**src/rtl/tlm_pkg.sv**
```systemverilog
package tlm_pkg;
  typedef enum logic {
    LATCH_FD = 1'b0,
    LATCH_FE = 1'b1
  } latch_t;

  localparam logic [7:0] TILE_FD = 8'hFD;
  localparam logic [7:0] TILE_FE = 8'hFE;
  localparam logic [3:0] NIB_PRG_BANK = 4'hA;
  localparam logic [3:0] NIB_PAGE_BASE = 4'hB;
  localparam logic [3:0] NIB_MIRROR = 4'hF;
  localparam int NUM_PAGE_REGS = 4;
endpackage

```
**src/rtl/tlm_cpu_regs.sv**
```systemverilog
module tlm_cpu_regs
  import tlm_pkg::*;
#(
  parameter int PAGE_W = 5
) (
  input  logic              clk,
  input  logic              rst,
  input  logic [15:0]       cpu_addr,
  input  logic [7:0]        cpu_wdata,
  input  logic              cpu_we,
  output logic [3:0]        prg_bank_q,
  output logic              mirror_q,
  output logic [NUM_PAGE_REGS-1:0] page_we,
  output logic [PAGE_W-1:0] page_wdata
);
  logic [3:0] nib;
  logic       unused_data;

  assign nib = cpu_addr[15:12];
  assign page_wdata = cpu_wdata[PAGE_W-1:0];
  assign unused_data = ^cpu_wdata[7:PAGE_W];

  for (genvar i = 0; i < NUM_PAGE_REGS; i++) begin : g_page_we
    assign page_we[i] = cpu_we && (nib == NIB_PAGE_BASE + 4'(i));
  end

  always_ff @(posedge clk) begin
    if (rst) begin
      prg_bank_q <= '0;
      mirror_q   <= 1'b0;
    end else if (cpu_we) begin
      if (nib == NIB_PRG_BANK) prg_bank_q <= cpu_wdata[3:0];
      if (nib == NIB_MIRROR)   mirror_q   <= cpu_wdata[0];
    end
  end

  AST_PRG_HOLD: assert property (@(posedge clk) disable iff (rst)
    !(cpu_we && cpu_addr[15:12] == 4'hA) |=> $stable(prg_bank_q));
  AST_MIRROR_HOLD: assert property (@(posedge clk) disable iff (rst)
    !(cpu_we && cpu_addr[15:12] == 4'hF) |=> $stable(mirror_q));
  AST_MIRROR_LOAD: assert property (@(posedge clk) disable iff (rst)
    (cpu_we && cpu_addr[15:12] == 4'hF) |=> (mirror_q == $past(cpu_wdata[0])));
endmodule

```
**src/rtl/tlm_prg_map.sv**
```systemverilog
module tlm_prg_map #(
  parameter int PRG_BANKS = 8,
  localparam int PB_W   = $clog2(PRG_BANKS),
  localparam int PRG_AW = PB_W + 14
) (
  input  logic              clk,
  input  logic              rst,
  input  logic [15:0]       cpu_addr,
  input  logic              cpu_we,
  input  logic [3:0]        prg_bank_q,
  output logic              prg_rom_cs,
  output logic [PRG_AW-1:0] prg_rom_addr,
  output logic              wram_cs,
  output logic              wram_we,
  output logic [12:0]       wram_addr
);
  localparam logic [PB_W-1:0] LAST_BANK = PB_W'(PRG_BANKS - 1);

  logic [PB_W-1:0] sw_bank;
  logic [PB_W-1:0] sel_bank;

  always_comb begin
    sw_bank  = PB_W'(int'(prg_bank_q) % PRG_BANKS);
    sel_bank = cpu_addr[14] ? LAST_BANK : sw_bank;
  end

  assign prg_rom_cs   = cpu_addr[15];
  assign prg_rom_addr = {sel_bank, cpu_addr[13:0]};
  assign wram_cs      = (cpu_addr[15:13] == 3'b011);
  assign wram_we      = wram_cs && cpu_we;
  assign wram_addr    = cpu_addr[12:0];

  AST_SINGLE_TARGET: assert property (@(posedge clk) disable iff (rst)
    !(prg_rom_cs && wram_cs));
  AST_FIXED_WINDOW: assert property (@(posedge clk) disable iff (rst)
    (cpu_addr[15:14] == 2'b11) |-> (int'(prg_rom_addr[PRG_AW-1:14]) == PRG_BANKS - 1));
endmodule

```
**src/rtl/tlm_chr_unit.sv**
```systemverilog
module tlm_chr_unit
  import tlm_pkg::*;
#(
  parameter int PAGE_W = 5,
  localparam int CHR_AW = PAGE_W + 12
) (
  input  logic              clk,
  input  logic              rst,
  input  logic [NUM_PAGE_REGS-1:0] page_we,
  input  logic [PAGE_W-1:0] page_wdata,
  input  logic [13:0]       ppu_addr,
  input  logic              ppu_rd,
  input  logic              ppu_we,
  output logic              chr_rom_cs,
  output logic [CHR_AW-1:0] chr_rom_addr
);
  logic [PAGE_W-1:0] page_fd_q [2];
  logic [PAGE_W-1:0] page_fe_q [2];
  latch_t            lat_q [2];
  logic [PAGE_W-1:0] half_page [2];
  logic              pat_rd;
  logic [7:0]        tile_row;

  assign pat_rd   = ppu_rd && !ppu_we && !ppu_addr[13];
  assign tile_row = ppu_addr[11:4];

  for (genvar h = 0; h < 2; h++) begin : g_half
    logic hit;
    assign hit = pat_rd && ppu_addr[3] && (ppu_addr[12] == 1'(h));

    always_ff @(posedge clk) begin
      if (rst) begin
        page_fd_q[h] <= '0;
        page_fe_q[h] <= '0;
      end else begin
        if (page_we[2*h])   page_fd_q[h] <= page_wdata;
        if (page_we[2*h+1]) page_fe_q[h] <= page_wdata;
      end
    end

    always_ff @(posedge clk) begin
      if (rst) begin
        lat_q[h] <= LATCH_FE;
      end else if (hit) begin
        if (tile_row == TILE_FE)      lat_q[h] <= LATCH_FE;
        else if (tile_row == TILE_FD) lat_q[h] <= LATCH_FD;
      end
    end

    assign half_page[h] = (lat_q[h] == LATCH_FE) ? page_fe_q[h] : page_fd_q[h];

    AST_LATCH_IDLE: assert property (@(posedge clk) disable iff (rst)
      !(ppu_rd && !ppu_we && !ppu_addr[13] && ppu_addr[12] == 1'(h)) |=> $stable(lat_q[h]));
    AST_LATCH_TO_FE: assert property (@(posedge clk) disable iff (rst)
      (ppu_rd && !ppu_we && !ppu_addr[13] && ppu_addr[3] && ppu_addr[12] == 1'(h)
       && ppu_addr[11:4] == 8'hFE) |=> (lat_q[h] == LATCH_FE));
    AST_LATCH_TO_FD: assert property (@(posedge clk) disable iff (rst)
      (ppu_rd && !ppu_we && !ppu_addr[13] && ppu_addr[3] && ppu_addr[12] == 1'(h)
       && ppu_addr[11:4] == 8'hFD) |=> (lat_q[h] == LATCH_FD));
    AST_FD_PAGE_HOLD: assert property (@(posedge clk) disable iff (rst)
      !page_we[2*h] |=> $stable(page_fd_q[h]));
    AST_FE_PAGE_HOLD: assert property (@(posedge clk) disable iff (rst)
      !page_we[2*h+1] |=> $stable(page_fe_q[h]));
  end

  assign chr_rom_cs   = pat_rd;
  assign chr_rom_addr = {half_page[ppu_addr[12]], ppu_addr[11:0]};
endmodule

```
**src/rtl/tile_latch_mapper.sv**
```systemverilog
module tile_latch_mapper
  import tlm_pkg::*;
#(
  parameter int PRG_BANKS = 8,
  parameter int PAGE_W    = 5,
  localparam int PRG_AW = $clog2(PRG_BANKS) + 14,
  localparam int CHR_AW = PAGE_W + 12
) (
  input  logic              clk,
  input  logic              rst,
  input  logic [15:0]       cpu_addr,
  input  logic [7:0]        cpu_wdata,
  input  logic              cpu_we,
  input  logic [13:0]       ppu_addr,
  input  logic              ppu_rd,
  input  logic              ppu_we,
  output logic              prg_rom_cs,
  output logic [PRG_AW-1:0] prg_rom_addr,
  output logic              wram_cs,
  output logic              wram_we,
  output logic [12:0]       wram_addr,
  output logic              chr_rom_cs,
  output logic [CHR_AW-1:0] chr_rom_addr,
  output logic              mirror_horiz
);
  logic [3:0]               prg_bank_q;
  logic [NUM_PAGE_REGS-1:0] page_we;
  logic [PAGE_W-1:0]        page_wdata;

  tlm_cpu_regs #(.PAGE_W(PAGE_W)) u_regs (
    .clk        (clk),
    .rst        (rst),
    .cpu_addr   (cpu_addr),
    .cpu_wdata  (cpu_wdata),
    .cpu_we     (cpu_we),
    .prg_bank_q (prg_bank_q),
    .mirror_q   (mirror_horiz),
    .page_we    (page_we),
    .page_wdata (page_wdata)
  );

  tlm_prg_map #(.PRG_BANKS(PRG_BANKS)) u_prg (
    .clk          (clk),
    .rst          (rst),
    .cpu_addr     (cpu_addr),
    .cpu_we       (cpu_we),
    .prg_bank_q   (prg_bank_q),
    .prg_rom_cs   (prg_rom_cs),
    .prg_rom_addr (prg_rom_addr),
    .wram_cs      (wram_cs),
    .wram_we      (wram_we),
    .wram_addr    (wram_addr)
  );

  tlm_chr_unit #(.PAGE_W(PAGE_W)) u_chr (
    .clk          (clk),
    .rst          (rst),
    .page_we      (page_we),
    .page_wdata   (page_wdata),
    .ppu_addr     (ppu_addr),
    .ppu_rd       (ppu_rd),
    .ppu_we       (ppu_we),
    .chr_rom_cs   (chr_rom_cs),
    .chr_rom_addr (chr_rom_addr)
  );
endmodule

```
**config.mk**
```make
export PLATFORM = sky130hd
export DESIGN_NAME = tile_latch_mapper
export DESIGN_NICKNAME = d
export VERILOG_FILES = /design/src/rtl/tlm_pkg.sv /design/src/rtl/tlm_cpu_regs.sv /design/src/rtl/tlm_prg_map.sv /design/src/rtl/tlm_chr_unit.sv /design/src/rtl/tile_latch_mapper.sv
export SDC_FILE = /design/constraint.sdc
export NUM_CORES = 1
export LEC_CHECK = 0
export BUFFER_PORTS_ARGS = -buffer_cell sky130_fd_sc_hd__buf_2
export CAP_MARGIN = 40
export CORE_UTILIZATION = 45
export CTS_BUF_LIST = sky130_fd_sc_hd__clkbuf_2 sky130_fd_sc_hd__clkbuf_4 sky130_fd_sc_hd__clkbuf_8
export DETAILED_ROUTE_END_ITERATION = 8
export PLACE_DENSITY = 0.92
export SLEW_MARGIN = 0
export SYNTH_ARGS = -nofsm -noshare
export SYNTH_HDL_FRONTEND = slang
export SYNTH_SLANG_ARGS = --single-unit
```
**constraint.sdc**
```tcl
create_clock -name clk -period 1.71 [get_ports clk]
set_input_delay 0.342 -clock clk [delete_from_list [all_inputs] [get_ports clk]]
set_output_delay 0.342 -clock clk [all_outputs]
set_load 0.005 [all_outputs]
```
==> flow_metrics.tcl <==
set metrics [dict create \
    cts_tree "built" \
    dieArea_mm2 0.00380 \
    fill_cells 333 \
    grt_pass1_vias 1082 \
    critPathBufInv 2 \
    globalRoute.totalOverflow 0 \
    outcome "finished, violations left" \
    drive_gt1_share_pct 44.2 \
    min-delay-path-class "input port to flop" \
    antenna_left 0 \
    fp.dieW_um 61.7 \
    final_area_mm2 0.00171 \
    first_pass_iters 4 \
    antenna_found_initial 0 \
    grtUsageTotal_pct 17.4 \
    areaGrowthSynthToFinish_pct 6.87 \
    critPathLaunchType "flop" \
    pre_cts_ws_ps 278 \
    timing.hold.ws_ps 248 \
    grt_use_met1_pct 20.0 \
    use_met3_pct 2.52 \
    vdd_drop_max_uv 432 \
    synth_warnings 0 \
    num_vias 1103 \
    met2_usage_pct 31.8 \
    clock_tree.htree_level_count 1 \
    slew_viol_final 0 \
    clk_latency_ps 310 \
    initial_core_util_pct 47.6 \
    crit_fanout 5 \
    fin_crit_sh_pct 102 \
    powerDensity_mw_per_mm2 687 \
    worst_ep_arrival_time_ps 1400 \
    synth.distinct_cells 30 \
    dp_hpwl_um 2200 \
    layout.nets 216 \
    grt_pass1_wl_um 4750 \
    clk_pin_slew_ps 130 \
    place_congestion 0.790 \
    max-clock-path-buffers 2 \
    finalSetupTns_ps -30.8 \
    finalWorstSetupSlack_ps -30.8 \
    finClkSkew_ps 0 \
    period_needed_ps 1740 \
    remaining_drc_errors 0 \
    leakage_nw 0.760 \
    r2r_slack_ps 910 \
    end_kind "output port" \
    slew_headroom_pct 65.0 \
    ys_seq_area_share_pct 45.6 \
    row_count 21 \
    critical_path_class "flop to output port" \
    dpl-instance-area_mm2 0.00162 \
    grt_setup_unrepaired "true" \
    ios 95 \
    die_height_um 61.7 \
    max_freq_mhz 574 \
    final-setup-viol-count 1 \
    vias_per_cell 5.06 \
    cp_cell_sequence "buf_4 -> a211oi_2 -> a21oi_1 -> buf_2" \
    syn-num-nets 199 \
    grt_max_degree 15 \
    core_area_mm2 0.00336 \
    drtIter0Drc 20 \
    crit_slowest_cell "edfxtp_1" \
    layout.cells.non_filler 218 \
    port_buffers 49 \
    crit_family "flip-flops" \
    syn_inst 156 \
    numCtsBuffers 3 \
    cts_root_buf "clkbuf_4" \
    wl_per_cell_um 13.8 \
    worst_ep_required_time_ps 1370 \
    drv_cap 0 \
    tightest_slew_ps 521 \
    dp_cells 212 \
    clock-sinks 26 \
    finalHoldViolCount 0 \
    violations "setup timing" \
    synth_area_per_cell_um2 10.3 \
    syn_area_mm2 0.00160 \
    max_stage_delay_ps 440 \
    wl_um 3000 \
    n_antenna_cell 0 \
    synth-seq-cells 26 \
    grt_busiest_layer "met2" \
]
-- sequential cells by signal, summed over array words and instances (netlist names) --
register	count
u_chr.page_fe_q	10
u_regs.prg_bank_q	3
u_chr.page_fd_q	10
u_regs.mirror_q	1
u_chr.lat_q	2
-- cell usage after synthesis --
cell type,number,area [um^2]
a211oi_1,6,45.0
a21oi_1,6,30.0
a31oi_1,1,6.26
a41o_1,1,10.0
and2_1,21,131
and3_1,1,6.26
and4_1,1,8.76
buf_1,1,3.75
buf_2,1,5.00
buf_4,40,300
clkbuf_1,2,7.51
clkbuf_8,1,13.8
dfxtp_1,5,100
edfxtp_1,21,631
inv_1,1,3.75
mux2i_1,8,80.1
nand2_1,6,22.5
nand2b_1,2,12.5
nand3_2,1,10.0
nand4_1,1,6.26
nor2_1,6,22.5
nor2b_1,7,43.8
nor3_1,2,10.0
nor3b_1,2,15.0
nor4_1,2,12.5
o21ai_0,3,15.0
o31ai_1,2,15.0
or2_2,3,18.8
or3_1,1,6.26
xor2_1,1,8.76
-- cell families after synthesis --
family	share of synthesized area, %
compound gates	7.58
xor+xnor	0.547
buf+inv	20.9
flops	45.6
mux	5.00
simple gates	20.4
-- final cells by class --
class                           count  area, um^2  area share (%)
Sequential cell                    26         732            42.8
Multi-Input combinational cell     84         579            33.8
Timing Repair Buffer               57         309            18.1
Tap cell                           46        57.6            3.36
Clock buffer                        4        30.0            1.75
Inverter                            1        3.75           0.219
-- per-layer routing --
layer / routed length (um) / vias up
met5: 0 / -
met4: 61 / 0
met3: 148 / 8
met2: 1590 / 41
met1: 1200 / 522
li1: - / 532
-- per-stage QoR --
step	util [%]	power, mW
finish	50.9	1.18
global route	50.9	1.23
CTS	49.6	1.17
detailed placement	48.1	0.901
global placement	48.1	0.893
floorplan	-	0.877
-- cells in the final DEF (no fill, tap or decap), types with 4 or more instances in the layout --
| cell | n |
|---|---|
| a211oi_2 | 5 |
| a21oi_1 | 6 |
| and2_1 | 21 |
| buf_2 | 49 |
| buf_4 | 7 |
| clkbuf_4 | 4 |
| dfxtp_1 | 4 |
| edfxtp_1 | 21 |
| mux2i_1 | 8 |
| nand2_1 | 6 |
| nor2_1 | 6 |
| nor2b_2 | 4 |
-- report_power, final --
part           internal, mW  switching (mW)
registers             0.713          0.0103
logic                0.0863          0.0959
clock network         0.107           0.164
total                 0.906           0.270
-- what timing repair did --
item,CTS,global route
setup buffers,2,0
endpoints found under the setup margin,3,5
resized for setup,3,14
pin swaps,0,1
hold buffers,0,0
-- final timing paths --
check,depth (start not counted),start,endpoint
setup / recovery,4,u_chr.lat_q[0],chr_rom_addr[13]
hold reg to reg,2,u_regs.mirror_q,u_regs.mirror_q
hold / removal,2,ppu_addr[3],u_chr.lat_q[1]
setup reg to reg,2,u_chr.lat_q[1],u_chr.lat_q[1]
Power figures use the tool's default switching activity.
